$ cat config.mk
export PLATFORM = sky130hd
export DESIGN_NAME = hostmbx_irq_ctrl
export DESIGN_NICKNAME = d
export VERILOG_FILES = /design/src/rtl/hmb_pkg.sv /design/src/rtl/hmb_h2b_mbox.sv /design/src/rtl/hmb_b2h_mbox.sv /design/src/rtl/hmb_irq.sv /design/src/rtl/hostmbx_irq_ctrl.sv
export SDC_FILE = /design/constraint.sdc
export NUM_CORES = 1
export LEC_CHECK = 0
export BUFFER_PORTS_ARGS = -buffer_cell sky130_fd_sc_hd__buf_2
export CAP_MARGIN = 10
export CORE_ASPECT_RATIO = 0.8
export CORE_MARGIN = 3
export CORE_UTILIZATION = 35
export CTS_CLUSTER_DIAMETER = 100
export DETAILED_ROUTE_END_ITERATION = 6
export SLEW_MARGIN = 20
export SYNTH_ARGS = -nofsm -noshare
export SYNTH_HDL_FRONTEND = slang
export SYNTH_SLANG_ARGS = --single-unit
export TNS_END_PERCENT = 10
$ cat constraint.sdc
create_clock -name clk -period 1.47 [get_ports clk]
set_input_delay 0 -clock clk [delete_from_list [all_inputs] [get_ports clk]]
set_output_delay 0 -clock clk [all_outputs]
set_load 0.02 [all_outputs]
$ cat src/rtl/hmb_pkg.sv
package hmb_pkg;
    localparam int BYTE_W       = 8;
    localparam int ADDR_W       = 8;
    localparam int MBX_BYTES    = 4;
    localparam int MBX_W        = BYTE_W * MBX_BYTES;
    localparam int IDX_W        = $clog2(MBX_BYTES);
    localparam int SRC_N        = 6;
    localparam int PEND_W       = 8;
    localparam int CMD_RESP_BIT = 7;

    localparam logic [ADDR_W-1:0] OFF_PEND      = 8'h0E;
    localparam logic [ADDR_W-1:0] OFF_RESP_PORT = 8'h0F;
    localparam logic [ADDR_W-1:0] OFF_RESP_AREA = 8'h1C;
    localparam logic [ADDR_W-1:0] OFF_CMD_AREA  = 8'h20;
    localparam logic [ADDR_W-1:0] OFF_IRQ_EN    = 8'h2E;
    localparam logic [ADDR_W-1:0] OFF_CMD_PORT  = 8'h2F;
    localparam logic [ADDR_W-1:0] OFF_STATUS    = 8'hFE;

    typedef struct packed {
        logic                wr;
        logic                rd;
        logic [ADDR_W-1:0]   addr;
        logic [BYTE_W-1:0]   wdata;
    } host_req_t;

    typedef struct packed {
        logic drv_en;
        logic full;
        logic line_on;
        logic ready;
    } status_t;

    // aligned four-byte window test
    function automatic logic in_area(logic [ADDR_W-1:0] addr, logic [ADDR_W-1:0] base);
        return addr[ADDR_W-1:IDX_W] == base[ADDR_W-1:IDX_W];
    endfunction

    function automatic logic [BYTE_W-1:0] pack_status(status_t s);
        logic [BYTE_W-1:0] b;
        b    = '0;
        b[4] = s.drv_en;
        b[2] = s.full;
        b[1] = s.line_on;
        b[0] = s.ready;
        return b;
    endfunction
endpackage

$ cat src/rtl/hmb_h2b_mbox.sv
module hmb_h2b_mbox
    import hmb_pkg::*;
(
    input  logic                clk,
    input  logic                rst,
    input  logic                port_we,
    input  logic                area_we,
    input  logic [IDX_W-1:0]    area_idx,
    input  logic [BYTE_W-1:0]   wdata,
    input  logic                take,
    output logic                full,
    output logic [BYTE_W-1:0]   cmd_byte,
    output logic [MBX_W-1:0]    cmd_data
);
    always_ff @(posedge clk) begin
        if (rst) begin
            full     <= 1'b0;
            cmd_byte <= '0;
        end else if (port_we && !full) begin
            full     <= 1'b1;
            cmd_byte <= wdata;
        end else if (take) begin
            full     <= 1'b0;
        end
    end

    for (genvar g = 0; g < MBX_BYTES; g++) begin : g_area
        always_ff @(posedge clk) begin
            if (rst)
                cmd_data[g*BYTE_W +: BYTE_W] <= '0;
            else if (area_we && area_idx == IDX_W'(g))
                cmd_data[g*BYTE_W +: BYTE_W] <= wdata;
        end
    end
endmodule

$ cat src/rtl/hmb_b2h_mbox.sv
module hmb_b2h_mbox
    import hmb_pkg::*;
(
    input  logic                clk,
    input  logic                rst,
    input  logic                post,
    input  logic [BYTE_W-1:0]   post_byte,
    input  logic [MBX_W-1:0]    post_data,
    input  logic                take,
    output logic                ready,
    output logic [BYTE_W-1:0]   resp_byte,
    output logic [MBX_W-1:0]    resp_data
);
    always_ff @(posedge clk) begin
        if (rst) begin
            ready     <= 1'b0;
            resp_byte <= '0;
            resp_data <= '0;
        end else if (post) begin
            ready     <= 1'b1;
            resp_byte <= post_byte;
            resp_data <= post_data;
        end else if (take) begin
            ready     <= 1'b0;
        end
    end
endmodule

$ cat src/rtl/hmb_irq.sv
module hmb_irq
    import hmb_pkg::*;
(
    input  logic                clk,
    input  logic                rst,
    input  logic [SRC_N-1:0]    evt_set,
    input  logic [SRC_N-1:0]    evt_clr,
    input  logic                resp_pend,
    input  logic                en_we,
    input  logic [SRC_N-1:0]    en_wdata,
    input  logic                drive_en,
    output logic [PEND_W-1:0]   pend,
    output logic [SRC_N-1:0]    en,
    output logic                irq_n
);
    logic [SRC_N-1:0] src_q;
    logic             want;

    for (genvar g = 0; g < SRC_N; g++) begin : g_src
        always_ff @(posedge clk) begin
            if (rst)             src_q[g] <= 1'b0;
            else if (evt_set[g]) src_q[g] <= 1'b1;
            else if (evt_clr[g]) src_q[g] <= 1'b0;
        end
    end

    always_ff @(posedge clk) begin
        if (rst)        en <= '0;
        else if (en_we) en <= en_wdata;
    end

    always_comb begin
        pend                = '0;
        pend[SRC_N-1:0]     = src_q;
        pend[CMD_RESP_BIT]  = resp_pend;
        want                = (|(src_q & en)) | resp_pend;
    end

    always_ff @(posedge clk) begin
        if (rst) irq_n <= 1'b1;
        else     irq_n <= !(drive_en && want);
    end
endmodule

$ cat src/rtl/hostmbx_irq_ctrl.sv
module hostmbx_irq_ctrl
    import hmb_pkg::*;
(
    input  logic                  clk,
    input  logic                  rst,
    input  logic                  host_wr,
    input  logic                  host_rd,
    input  logic [ADDR_W-1:0]     host_addr,
    input  logic [BYTE_W-1:0]     host_wdata,
    output logic [BYTE_W-1:0]     host_rdata,
    input  logic                  board_cmd_take,
    output logic                  board_cmd_full,
    output logic [BYTE_W-1:0]     board_cmd_byte,
    output logic [MBX_W-1:0]      board_cmd_data,
    input  logic                  board_post,
    input  logic [BYTE_W-1:0]     board_post_byte,
    input  logic [MBX_W-1:0]      board_post_data,
    input  logic [SRC_N-1:0]      evt_pulse,
    input  logic [SRC_N-1:0]      evt_clear,
    input  logic                  irq_drive_en,
    output logic                  irq_n
);
    host_req_t          req;
    logic [IDX_W-1:0]   idx;
    logic               in_cmd_area, in_resp_area;
    logic               resp_ready;
    logic [BYTE_W-1:0]  resp_byte;
    logic [MBX_W-1:0]   resp_data;
    logic [PEND_W-1:0]  pend_map;
    logic [SRC_N-1:0]   en_mask;
    logic [BYTE_W-1:0]  resp_bytes [MBX_BYTES];
    logic [BYTE_W-1:0]  cmd_bytes  [MBX_BYTES];
    status_t            st;

    assign req          = '{wr: host_wr, rd: host_rd, addr: host_addr, wdata: host_wdata};
    assign idx          = req.addr[IDX_W-1:0];
    assign in_cmd_area  = in_area(req.addr, OFF_CMD_AREA);
    assign in_resp_area = in_area(req.addr, OFF_RESP_AREA);

    hmb_h2b_mbox u_h2b (
        .clk      (clk),
        .rst      (rst),
        .port_we  (req.wr && req.addr == OFF_CMD_PORT),
        .area_we  (req.wr && in_cmd_area),
        .area_idx (idx),
        .wdata    (req.wdata),
        .take     (board_cmd_take),
        .full     (board_cmd_full),
        .cmd_byte (board_cmd_byte),
        .cmd_data (board_cmd_data)
    );

    hmb_b2h_mbox u_b2h (
        .clk       (clk),
        .rst       (rst),
        .post      (board_post),
        .post_byte (board_post_byte),
        .post_data (board_post_data),
        .take      (req.rd && req.addr == OFF_RESP_PORT),
        .ready     (resp_ready),
        .resp_byte (resp_byte),
        .resp_data (resp_data)
    );

    hmb_irq u_irq (
        .clk       (clk),
        .rst       (rst),
        .evt_set   (evt_pulse),
        .evt_clr   (evt_clear),
        .resp_pend (resp_ready),
        .en_we     (req.wr && req.addr == OFF_IRQ_EN),
        .en_wdata  (req.wdata[SRC_N-1:0]),
        .drive_en  (irq_drive_en),
        .pend      (pend_map),
        .en        (en_mask),
        .irq_n     (irq_n)
    );

    for (genvar g = 0; g < MBX_BYTES; g++) begin : g_split
        assign resp_bytes[g] = resp_data[g*BYTE_W +: BYTE_W];
        assign cmd_bytes[g]  = board_cmd_data[g*BYTE_W +: BYTE_W];
    end

    assign st = '{drv_en: irq_drive_en, full: board_cmd_full, line_on: !irq_n, ready: resp_ready};

    always_comb begin
        host_rdata = '0;
        if (in_resp_area)
            host_rdata = resp_bytes[idx];
        else if (in_cmd_area)
            host_rdata = cmd_bytes[idx];
        else begin
            case (req.addr)
                OFF_PEND:      host_rdata = pend_map;
                OFF_RESP_PORT: host_rdata = resp_byte;
                OFF_IRQ_EN:    host_rdata = BYTE_W'(en_mask);
                OFF_CMD_PORT:  host_rdata = board_cmd_byte;
                OFF_STATUS:    host_rdata = pack_status(st);
                default:       host_rdata = '0;
            endcase
        end
    end
endmodule

# Word-level counts from Yosys, hierarchy flattened
# Index checks and enable logic that the tools add are counted.
[totals]
reg_bits = 95
latchBits = 0
ramBits = 0
mem_bits_ro = 0
input_bits = 75
out_inout_bits = 50
elab_cells = 79
memories = 0
[op_classes]
addsub = 0
mul = 0
div = 0
n_lt_le_gt_ge = 1
eq_ne = 10
shifts = 0
mux = 25
n_bitwise = 3
n_reduce_logical = 23
[ops]
columns = ["op", "n"]
rows = [
  ["$mux 8", 6],
  ["$pmux 8 s5", 1],
  ["$bmux 8 s2", 2],
  ["$eq 8x4->1 const B", 2],
  ["$eq 8x6->1 const B", 2],
  ["$mux 1", 16],
  ["$reduce_bool 2->1", 8],
  ["$logic_and 1x1->1", 10],
  ["$eq 8x8->1 const B", 1],
  ["$and 6x6->6", 1],
  ["$eq 6x3->1 const B", 1],
  ["$eq 6x4->1 const B", 1],
  ["$reduce_or 6->1", 1],
  ["$eq 2x2->1 const B", 2],
  ["$ge 3x3->1 const B", 1],
  ["$logic_not 1->1", 3],
  ["$not 2->3", 1],
  ["$eq 2x1->1 const B", 1],
  ["$logic_not 2->1", 1],
  ["$or 1x1->1", 1],
]

# Longest topological paths before layout
# Gate-level depths: netlist of the first run.
[logic_depth]
depth_word = 6
depth_mapped = 7
depth_no_buf = 4

# Hierarchy
# From an unflattened synthesis of the first run, not the netlist that was laid out.
[hier_totals]
hier_cells = 459
hier_area_um2 = 4409.2
[by_module_without_submodules]
columns = ["module", "instances", "cells_per_inst", "area_each_um2", "seq_area_each_um2"]
rows = [
  ["hmb_b2h_mbox", 1, 134, 1508.9, 820.8],
  ["hmb_h2b_mbox", 1, 187, 1490.2, 820.8],
  ["hostmbx_irq_ctrl", 1, 85, 909.6, 0.0],
  ["hmb_irq", 1, 53, 500.5, 260.2],
]

# Worst setup path before layout of the first run
# No wires, ideal clock.
[synth_path]
path_kind = "register to output"
from = "reg u_h2b.cmd_data[27]"
to = "out host_rdata[3]"
t_arrival_ps = 1351
required_ps = 1470
slack_ps = 119
path_stages_with_launch = 4
path_buffers = 0
path_cell_list = "dfxtp_1 > mux4_2 > and3_1 > a221o_1"
[synth_between]
elab_chain_len = 5
[synth_rtl]
columns = ["element", "line_no", "rtl"]
rows = [
  ["start, declared", "hmb_h2b_mbox.sv:13", "output logic [MBX_W-1:0] cmd_data"],
  ["start signal, assigned by index", "hmb_h2b_mbox.sv:32", "cmd_data[g*BYTE_W +: BYTE_W] <= wdata;"],
  ["$bmux 8 s2", "hostmbx_irq_ctrl.sv:91", "host_rdata = cmd_bytes[idx];"],
  ["$mux 8 (not written as such) (2 in a row)", "hostmbx_irq_ctrl.sv:91", ""],
  ["$mux 8", "hostmbx_irq_ctrl.sv:90", "else if (in_cmd_area)"],
  ["$mux 8", "hostmbx_irq_ctrl.sv:88", "if (in_resp_area)"],
  ["end, declared", "hostmbx_irq_ctrl.sv:10", "output logic [BYTE_W-1:0] host_rdata,"],
]
# Every way passes these cells. The select of a mux whose other input is x is not followed.

# Final worst setup path of the first run
[layout_path]
from = "reg u_h2b.cmd_data[29]"
to = "out host_rdata[5]"
# The elaborated chain is that of the path after synthesis.

==> summary.md, run 1 <==
| Metric | Value |
|---|---|
| Pre-antenna DRT Iters | `4` |
| Ant. Diodes | `0` |
| Total track usage | `18.9%` |
| Antenna violations before repair | `0` |
| IO Pins | `125` |
| Starting density of the core | `36.8%` |
| Layout cell share with drive strength beyond 1 | `34.9%` |
| TritonCTS buffer count | `9` |
| LEAKAGE | `3.14 nW` |
| Net Count, Synth | `493` |
| RePlAce Congestion | `0.789` |
| Final Non-Filler Cells | `758` |
| Cell row count | `35` |
| Hold Vio Cnt, Final | `0` |
| Crit share post-route | `118%` |
| RSZ-0062 raised after global routing | `yes` |
| Via count | `3828` |
| CP endpoint kind | `output port` |
| Die Area | `13800 µm²` |
| Pwr Density | `947 nW/µm²` |
| Mapped Cells | `418` |
| Area growth from synthesis to layout | `43.1%` |
| Core region area | `11800 µm²` |
| Max-cap violations | `0` |
| Setup Slack @ Placement | `0.0500 ns` |
| Clock Root Buffer | `clkbuf_16` |
| Clock transition at path regs | `0.07 ns` |
| PortBufs | `124` |
| YS warnings | `0` |
| WL final | `13000 µm` |
| WS Path Type | `register to output port` |
| Nets | `680` |
| Clock latency on the worst-skew pair | `0.35 ns` |
| Most common cell after layout, fill and taps aside | `buf_2` |
| Worst Slack Setup Final | `-0.262 ns` |
| Die H | `106 µm` |
| Number of synthesized register bits | `95` |
| Power Total | `0.00589 W` |
| Post-DP HPWL | `9070 µm` |
| Pin count of the biggest net entering global routing | `96` |
| Fin crit period | `1.73 ns` |
| Placed cell count | `679` |
| Worst Tran Pin Value | `0.425 ns` |
| Sequential area share after synthesis | `43.7%` |
| FILL cells | `1054` |
| Worst EP required | `1.47 ns` |
| VDD IR max | `0.496 mV` |
| DIE WIDTH | `131 µm` |
| Max Fclk | `577 MHz` |
| Status | `finished with violations` |
| GRT overflow | `0` |
| Failing checks | `setup timing` |
| CP max FO | `2` |
| Final setup fails | `8` |
| Worst hold path class | `input port to register` |
| Starting DRT DRC Count | `237` |
| Antenna viol nets, final | `0` |
| Worst setup SP type | `register` |
| Highest-count cells in the layout ignoring fill and taps | `buf_2 (118), nor2_1 (97), mux2i_1 (91)` |
| Clock Tree Buf Depth | `2` |
| # clock sinks | `95` |
| Remaining DRCs | `0` |
| Worst EP arrival | `1.73 ns` |
| Drt via density | `5.05` |
| Vias in the first global route | `3841` |
| # H-tree levels | `3` |
| Wirelength per Cell | `17.2 µm` |
| Slew headroom | `71.7%` |
| Syn_area_per_cell | `10.4 µm²` |
| Final slew viol count | `0` |
| Synth cell types | `36` |
| Clk_skew | `0.00678 ns` |
| Synthesized area | `4350 µm²` |
| CTS tree | `yes` |
| First-pass GRT wire length | `20100 µm` |
-- through the flow --
step	hold slack, ns	util, %	cell area [µm²]	setup TNS, ns
CTS	0.00469	52.3	6190	-1.39
finish	0.0178	52.6	6220	-1.25
global route	0.0200	52.6	6220	-1.71
global placement	0.208	43.9	5200	0
detailed placement	0.215	43.9	5200	0
floorplan	0.0869	-	4350	0
-- sequential cells by signal, summed over array words and instances, names as in the netlist --
register,count
u_b2h.ready,1
u_b2h.resp_byte,8
u_b2h.resp_data,32
u_h2b.cmd_byte,8
u_h2b.cmd_data,32
u_h2b.full,1
u_irq.en,6
u_irq.irq_n,1
u_irq.pend,6
-- per-layer routing --
layer	global-route usage, %	share of wire, %
met1	24.7	45
met2	29.8	47
met3	6.94	6.9
met4	4.19	0.94
met5	0	0
-- Yosys cell counts --
cell       n  share of area, %
o21ai_1    1              0.11
nand3b_1   1              0.17
a21oi_1   15               1.7
clkbuf_1  11              0.95
o21ai_0    4              0.46
a32o_1     2              0.46
a22oi_1    1              0.17
and4b_1    1              0.23
nor2_1    98               8.5
nand2b_1   1              0.14
nor3_1     1              0.11
buf_6      2              0.52
nand4_2    2              0.58
and3_1     7               1.0
nor2b_1    4              0.58
nand2_1    6              0.52
nand4_1    2              0.29
mux4_1     6               3.6
a31oi_1    4              0.58
buf_4      5              0.86
buf_2     10               1.2
a221o_1    2              0.46
mux2i_1   91                21
a222oi_1   1              0.23
nand4_4    3               1.5
nor4b_2    1              0.35
nand3_1   11               1.3
a22o_1     2              0.40
and3b_1    1              0.20
and2_1     3              0.43
inv_1      6              0.52
buf_1      3              0.26
dfxtp_1   95                44
mux4_2    12               6.2
mux2_2     2              0.52
nor3b_2    1              0.29
-- power by group --
group	switching (W)	internal [W]	leakage [nW]	total [W]
clock	0.00103	0.00149	0.148	0.00252
sequential	0.0000498	0.00265	0.782	0.00270
combinational	0.000302	0.000366	2.21	0.000669
-- repair_timing --
item	CTS	global route
hold buffers	60	0
endpoints found under the setup margin	8	8
pin swaps	3	3
buffers inserted	3	0
hold endpoints to repair	72	0
gates resized for setup	23	16
-- critical path: stages, from the launching register on --
cell and delay, ns:
dfxtp_2 0.32, mux4_2 0.46, and3_4 0.16, a221o_1 0.30, buf_6 0.15
-- area by class of cell --
| class | count | area (µm²) | share of cell area [%] |
|---|---|---|---|
| inverter | 6 | 22.5 | 0.362 |
| sequential | 95 | 1920 | 30.9 |
| multi-input combinational | 286 | 2300 | 37.0 |
| timing repair buffer | 207 | 1470 | 23.6 |
| clock buffer | 9 | 225 | 3.62 |
| tap | 148 | 185 | 2.98 |
| clock inverter | 7 | 96.3 | 1.55 |
-- worst paths after layout --
kind | slack (ns) | cells after the start | start | end
setup / recovery | -0.26 | 4 | u_h2b.cmd_data[29] | host_rdata[5]
hold / removal | 0.02 | 3 | host_wdata[0] | u_h2b.cmd_byte[0]
setup reg to reg | 0.25 | 3 | u_irq.pend[3] | u_irq.pend[3]
hold reg to reg | 0.49 | 2 | u_b2h.resp_data[27] | u_b2h.resp_data[27]
-- logic make-up after synthesis --
| kind of cell | Yosys count | share of synthesized area [%] |
|---|---|---|
| AND/OR/NAND/NOR | 143 | 16.1 |
| AO/OA/AOI/OAI | 32 | 4.60 |
| multiplexers | 111 | 31.3 |
| flip-flops | 95 | 43.7 |
| buffers and inverters | 37 | 4.26 |
Note: power is estimated with default switching activity, not from simulation.
==> run 2: changes to the inputs <==
--- a/config.mk
+++ b/config.mk
@@ -5,13 +5,15 @@
 export SDC_FILE = /design/constraint.sdc
 export NUM_CORES = 1
 export LEC_CHECK = 0
-export BUFFER_PORTS_ARGS = -buffer_cell sky130_fd_sc_hd__buf_2
+export BUFFER_PORTS_ARGS = -buffer_cell sky130_fd_sc_hd__clkbuf_2
 export CAP_MARGIN = 10
 export CORE_ASPECT_RATIO = 0.8
 export CORE_MARGIN = 3
-export CORE_UTILIZATION = 35
+export CORE_UTILIZATION = 45
 export CTS_CLUSTER_DIAMETER = 100
 export DETAILED_ROUTE_END_ITERATION = 6
+export PLACE_DENSITY = 0.71
+export REMOVE_ABC_BUFFERS = 1
 export SLEW_MARGIN = 20
 export SYNTH_ARGS = -nofsm -noshare
 export SYNTH_HDL_FRONTEND = slang
==> run 2 against run 1 <==
The flow finishes with violations (hold timing, setup timing). Setup slack worse by 0.027 ns. Sequential cell count is the same. Final area fell by 2.3%. Hold slack got worse by 0.021 ns. Sequential power about the same. Critical endpoint unchanged. Largest cell class unchanged.
==> summary.md, run 2 (synthesis gave the netlist of run 1 again) <==
| Metric | Value |
|---|---|
| Pwr Density | `898 nW/µm² (was 947 nW/µm²)` |
| RSZ-0062 raised after global routing | `yes (unchanged)` |
| Antenna viol nets, final | `0 (unchanged)` |
| First-pass GRT wire length | `20100 µm (about the same)` |
| Clk_skew | `0.00953 ns (was 0.00678 ns)` |
| Fin crit period | `1.76 ns (was 1.73 ns)` |
| Area of the multi-input gates | `2290 µm² (was 2300 µm²)` |
| RR Endpoint | `u_irq.pend[0] (was u_irq.pend[3])` |
| Max-cap violations | `0 (unchanged)` |
| CP Depth | `4 (unchanged)` |
| # clock sinks | `95 (unchanged)` |
| Total track usage | `23.8% (was 18.9%)` |
| Die Area | `10900 µm² (was 13800 µm²)` |
| IO Pins | `125 (unchanged)` |
| WL final | `12800 µm (was 13000 µm)` |
| Top flop regs | `u_b2h.resp_data (32), u_h2b.cmd_data (32) (unchanged)` |
| Worst EP arrival | `1.76 ns (was 1.73 ns)` |
| Starting DRT DRC Count | `217 (was 237)` |
| CP endpoint kind | `output port (unchanged)` |
| Setup TNS | `-1.21 ns (was -1.25 ns)` |
| Highest-count cells in the layout ignoring fill and taps | `clkbuf_2 (115), nor2_1 (98), mux2i_1 (91) (was buf_2 (118), nor2_1 (97), mux2i_1 (91))` |
| Wirelength per Cell | `17.7 µm (was 17.2 µm)` |
| Worst hold path class | `input port to register (unchanged)` |
| Crit share post-route | `120% (was 118%)` |
| Clock Tree Buf Depth | `2 (unchanged)` |
| Layout cell share with drive strength beyond 1 | `33.8% (was 34.9%)` |
| Most common cell after layout, fill and taps aside | `clkbuf_2 (was buf_2)` |
| Worst Reg2Reg Path Length in Cells | `3 (unchanged)` |
| LEAKAGE | `3.10 nW (was 3.14 nW)` |
| Slew headroom | `66.4% (was 71.7%)` |
| R2R Path Start | `u_irq.pend[0] (was u_irq.pend[3])` |
| Worst EP required | `1.47 ns (about the same)` |
| Worst setup SP type | `register (unchanged)` |
| Core region area | `9230 µm² (was 11800 µm²)` |
| WHS | `-0.00291 ns (was 0.0178 ns)` |
| Via count | `3892 (was 3828)` |
| Final setup fails | `8 (unchanged)` |
| Post-placement cell area | `5200 µm² (about the same)` |
| CP Cell Sequence | `mux4_2, and3_4, a221o_1, clkbuf_8 (was mux4_2, and3_4, a221o_1, buf_6)` |
| Post-DP HPWL | `9110 µm (was 9070 µm)` |
| DIE WIDTH | `116 µm (was 131 µm)` |
| WHS Endpoint | `u_b2h.resp_data[13] (was u_h2b.cmd_byte[0])` |
| Failing checks | `hold timing, setup timing (was setup timing)` |
| Clock Root Buffer | `clkbuf_16 (unchanged)` |
| Worst Slack Setup Final | `-0.289 ns (was -0.262 ns)` |
| HP Start | `board_post_data[13] (was host_wdata[0])` |
| Area growth from synthesis to layout | `39.8% (was 43.1%)` |
| CP max FO | `2 (unchanged)` |
| Die H | `93.9 µm (was 106 µm)` |
| Nets | `679 (was 680)` |
| Slowest CP cell | `mux4_2 (unchanged)` |
| GRT overflow | `0 (unchanged)` |
| Design area | `6080 µm² (was 6220 µm²)` |
| # H-tree levels | `3 (unchanged)` |
| Remaining DRCs | `0 (unchanged)` |
| Starting density of the core | `47.1% (was 36.8%)` |
| WS Path Type | `register to output port (unchanged)` |
| WHS Path Cells | `3 (unchanged)` |
| FILL cells | `746 (was 1054)` |
| Pre-antenna DRT Iters | `4 (unchanged)` |
| Hold Vio Cnt, Final | `1 (was 0)` |
| Status | `finished with violations (unchanged)` |
| Crit-path max cell delay | `0.46 ns (about the same)` |
| VDD IR max | `0.651 mV (was 0.496 mV)` |
| Worst path top cell family by delay | `multiplexers (unchanged)` |
| Cell row count | `31 (was 35)` |
| CTS tree | `yes (unchanged)` |
| Worst R2R Setup Slack | `0.26 ns (was 0.25 ns)` |
| Max Fclk | `569 MHz (was 577 MHz)` |
| Register area | `1910 µm² (was 1920 µm²)` |
| Pin count of the biggest net entering global routing | `42 (was 96)` |
| Drt via density | `5.40 (was 5.05)` |
| Vias in the first global route | `3988 (was 3841)` |
| TritonCTS buffer count | `9 (unchanged)` |
| Power Total | `0.00546 W (was 0.00589 W)` |
| Crit path buf inv count | `1 (unchanged)` |
| Clock transition at path regs | `0.06 ns (was 0.07 ns)` |
| RePlAce Congestion | `0.859 (was 0.789)` |
| Antenna violations before repair | `0 (unchanged)` |
| Ant. Diodes | `0 (unchanged)` |
| Final slew viol count | `0 (unchanged)` |
| PortBufs | `124 (unchanged)` |
| Worst Tran Pin Value | `0.504 ns (was 0.425 ns)` |
| Clock latency on the worst-skew pair | `0.34 ns (was 0.35 ns)` |
run 2: stage by stage:
| stage | cells | util (%) | setup WS, ns |
|---|---|---|---|
| 6_report | 721 | 65.9 | -0.289 |
| 3_3_place_gp | 650 | 56.3 | 0.0658 |
| 5_1_grt | 721 | 65.9 | -0.321 |
| 4_1_cts | 721 | 65.6 | -0.279 |
| 2_1_floorplan | 387 | - | -1.27 |
| 3_5_place_dp | 650 | 56.3 | 0.0559 |
run 2: worst register-to-register path, stage by stage, from the launching register on:
cell	delay [ns]
dfxtp_1	0.37
a21oi_1	0.08
dlygate4sd3_1	0.57
nor2_1	0.13
run 2: final cells by class:
cell class | instances | share of cell area, %
clock buffers | 11 | 3.99
well taps | 115 | 2.37
flip-flops and latches | 95 | 31.5
repair buffers | 206 | 24.0
inverters | 6 | 0.370
clock inverters | 2 | 0.165
multi-input cells | 286 | 37.6
run 2: what timing repair did:
action / in CTS / in global routing
pin swaps: 0 / 0
hold buffers: 56 / 0
setup buffers: 2 / 0
resized for setup: 10 / 22
endpoints found under the setup margin: 8 / 8
endpoints found under the hold margin: 54 / 0
run 2: layer usage:
metal / wire [µm] / share of wire (%) / vias up / track usage [%]
met3: 985 / 7.7 / 15 / 7.15
met2: 5930 / 46 / 139 / 39.4
met4: 125 / 0.98 / 0 / 5.02
li1: - / - / 1848 / -
met5: 0 / 0 / - / 0
met1: 5720 / 45 / 1890 / 30.9
run 2: power breakdown:
part / leakage [nW] / total, W / internal, W / switching (W)
Combinational: 2.19 / 0.000680 / 0.000368 / 0.000312
Sequential: 0.780 / 0.00271 / 0.00266 / 0.0000515
Clock: 0.127 / 0.00207 / 0.00116 / 0.000912
Total: 3.10 / 0.00546 / 0.00418 / 0.00128
run 2: worst max-delay path by stage:
stage                             from           endpoint
floorplan                 host_addr[4]  u_h2b.cmd_byte[0]
global placement          host_addr[0]      host_rdata[3]
detailed placement        host_addr[0]      host_rdata[3]
CTS                 u_h2b.cmd_data[29]      host_rdata[5]
global route        u_h2b.cmd_data[29]      host_rdata[5]
finish              u_h2b.cmd_data[29]      host_rdata[5]
==> run 3: changes to the inputs <==
==> constraint.sdc (replaced) <==
create_clock -name clk -period 1.47 [get_ports clk]
set_input_delay 0.0735 -clock clk [delete_from_list [all_inputs] [get_ports clk]]
set_output_delay 0.0735 -clock clk [all_outputs]
set_load 0.02 [all_outputs]
==> run 3 against run 2 <==
Sequential power hardly changed. Sequential cell count is the same. Total power up 0.96%. Largest cell class unchanged. Clock skew shrank 0.0067 ns. Via count down 0.21%. Setup slack worse by 0.047 ns. The flow finishes with violations (setup timing). Final area grew 1.3%. Count of clock-buffer cells in the layout increased by 1. Hold slack gained 0.0087 ns. Critical path depth is the same.
==> summary.md, run 3 (synthesis gave the netlist of run 1 again) <==
| Metric | Value |
|---|---|
| Antenna viol nets, final | `0 (unchanged)` |
| Clock transition at path regs | `0.06 ns (about the same)` |
| First-pass GRT wire length | `20200 µm (was 20100 µm)` |
| WL final | `13000 µm (was 12800 µm)` |
| Fin crit period | `1.81 ns (was 1.76 ns)` |
| GRT overflow | `0 (unchanged)` |
| Worst hold path class | `input port to register (unchanged)` |
| Post-DP HPWL | `9310 µm (was 9110 µm)` |
| Setup bufs post-CTS | `0 (was 2)` |
| Total track usage | `24.1% (was 23.8%)` |
| Worst path top cell family by delay | `multiplexers (unchanged)` |
| Top flop regs | `u_b2h.resp_data (32), u_h2b.cmd_data (32) (unchanged)` |
| DIE WIDTH | `116 µm (unchanged)` |
| Final slew viol count | `0 (unchanged)` |
| Wirelength per Cell | `17.8 µm (was 17.7 µm)` |
| Core region area | `9230 µm² (unchanged)` |
| PortBufs | `124 (unchanged)` |
| Nets | `685 (was 679)` |
| Worst EP arrival | `1.73 ns (was 1.76 ns)` |
| Failing checks | `setup timing (was hold timing, setup timing)` |
| Clock Root Buffer | `clkbuf_16 (unchanged)` |
| Max Fclk | `554 MHz (was 569 MHz)` |
| Worst EP required | `1.40 ns (was 1.47 ns)` |
| Setup Slack @ Placement | `-0.0801 ns (was 0.0559 ns)` |
| Layout cell share with drive strength beyond 1 | `34.9% (was 33.8%)` |
| Hold Vio Cnt, Final | `0 (was 1)` |
| Cell row count | `31 (unchanged)` |
| WS Path Type | `register to output port (unchanged)` |
| Slowest CP cell | `mux4_2 (unchanged)` |
| Starting density of the core | `47.1% (unchanged)` |
| Starting DRT DRC Count | `267 (was 217)` |
| Drt via density | `5.33 (was 5.40)` |
| Status | `finished with violations (unchanged)` |
| FILL cells | `740 (was 746)` |
| Vias in the first global route | `3984 (was 3988)` |
| CP max FO | `2 (unchanged)` |
| Remaining DRCs | `0 (unchanged)` |
| Highest-count cells in the layout ignoring fill and taps | `clkbuf_2 (117), nor2_1 (98), dfxtp_1 (92) (was clkbuf_2 (115), nor2_1 (98), mux2i_1 (91))` |
| # clock sinks | `95 (unchanged)` |
| Final setup fails | `8 (unchanged)` |
| Crit share post-route | `123% (was 120%)` |
| Antenna violations before repair | `0 (unchanged)` |
| Register area | `1910 µm² (about the same)` |
| Ant. Diodes | `0 (unchanged)` |
| Worst setup SP type | `register (unchanged)` |
| Slew headroom | `69.3% (was 66.4%)` |
| Pre-antenna DRT Iters | `4 (unchanged)` |
| Max-cap violations | `0 (unchanged)` |
| Worst Slack Setup Final | `-0.336 ns (was -0.289 ns)` |
| RePlAce Congestion | `0.858 (was 0.859)` |
| LEAKAGE | `3.17 nW (was 3.10 nW)` |
| Pin count of the biggest net entering global routing | `42 (unchanged)` |
| CP Cell Sequence | `mux4_2, and3_4, a221o_1, clkbuf_8 (unchanged)` |
| Worst Tran Pin Value | `0.461 ns (was 0.504 ns)` |
| Clk_skew | `0.00279 ns (was 0.00953 ns)` |
| # H-tree levels | `3 (unchanged)` |
| Clock Tree Buf Depth | `2 (unchanged)` |
| Via count | `3884 (was 3892)` |
| Die H | `93.9 µm (unchanged)` |
| Crit-path max cell delay | `0.45 ns (was 0.46 ns)` |
| IO Pins | `125 (unchanged)` |
| CP endpoint kind | `output port (unchanged)` |
| VDD IR max | `0.566 mV (was 0.651 mV)` |
| Final core occ | `66.7% (was 65.9%)` |
| Area growth from synthesis to layout | `41.6% (was 39.8%)` |
| Die Area | `10900 µm² (unchanged)` |
| Worst R2R Setup Slack | `0.23 ns (was 0.26 ns)` |
| Clock latency on the worst-skew pair | `0.33 ns (was 0.34 ns)` |
| TritonCTS buffer count | `9 (unchanged)` |
| Most common cell after layout, fill and taps aside | `clkbuf_2 (unchanged)` |
| RSZ-0062 raised after global routing | `yes (unchanged)` |
| Area of the multi-input gates | `2290 µm² (about the same)` |
| Pwr Density | `895 nW/µm² (was 898 nW/µm²)` |
| Crit path buf inv count | `1 (unchanged)` |
| CTS tree | `yes (unchanged)` |
[run 3: cell count changes in the layout (fill, tap and decap cells not counted), moves of 5 or more]
cell	previous run	this run
dfxtp_2	9	3
buf_4	22	34
buf_12	5	10
dfxtp_1	86	92
dlygate4sd3_1	56	44
[run 3: final timing paths]
kind | start | endpoint | depth (start not counted)
setup reg to reg | u_h2b.full | u_h2b.cmd_byte[2] | 5
setup / recovery | u_h2b.cmd_data[13] | host_rdata[5] | 4
hold reg to reg | u_b2h.resp_data[24] | u_b2h.resp_data[24] | 2
hold / removal | board_post_byte[2] | u_b2h.resp_byte[2] | 3
[run 3: layer usage]
layer | track usage (%) | vias up | part of all wire, %
met5 | 0 | - | 0
met3 | 4.57 | 18 | 7.6
met4 | 6.86 | 0 | 1.6
met1 | 32.7 | 1846 | 44
met2 | 39.1 | 154 | 46
li1 | - | 1866 | -
[run 3: cell type report]
type / count / share of cell area [%]
Clock inverter: 3 / 0.325
Multi-Input combinational cell: 286 / 37.1
Tap cell: 115 / 2.34
Timing Repair Buffer: 212 / 24.9
Inverter: 6 / 0.366
Sequential cell: 95 / 30.9
Clock buffer: 12 / 4.00
[run 3: report_power, final]
group	internal [W]	total, W	leakage [nW]	switching (W)
combinational	0.000364	0.000675	2.27	0.000312
clock	0.00118	0.00212	0.125	0.000942
sequential	0.00265	0.00271	0.777	0.0000554
total	0.00420	0.00551	3.17	0.00131
[run 3: repair_timing]
action                     4_1_cts  5_1_grt
hold buffers                    44        0
pin swaps                        1        1
resized for setup                6       14
hold endpoints to repair        44        0
setup endpoints to repair        8        8
[run 3: worst reg2reg max path: stages (launching register included)]
cell     delay, ns
dfxtp_1       0.39
and3b_1       0.21
nand4_1       0.11
buf_4         0.18
mux2i_1       0.19
nor2_1        0.05
[run 3: metrics by stage]
stage / hold slack [ns] / std cells / TNS (ns) / power (W) / area [µm²]
6_report: 0.00584 / 729 / -1.95 / 0.00551 / 6160
3_5_place_dp: 0.291 / 670 / -0.321 / 0.00334 / 5410
5_1_grt: 0.0213 / 729 / -2.44 / 0.00568 / 6160
3_3_place_gp: 0.281 / 670 / -0.237 / 0.00332 / 5410
4_1_cts: 0.000903 / 729 / -2.14 / 0.00553 / 6120
2_1_floorplan: 0.143 / 387 / -56.05 / 0.00296 / 4190
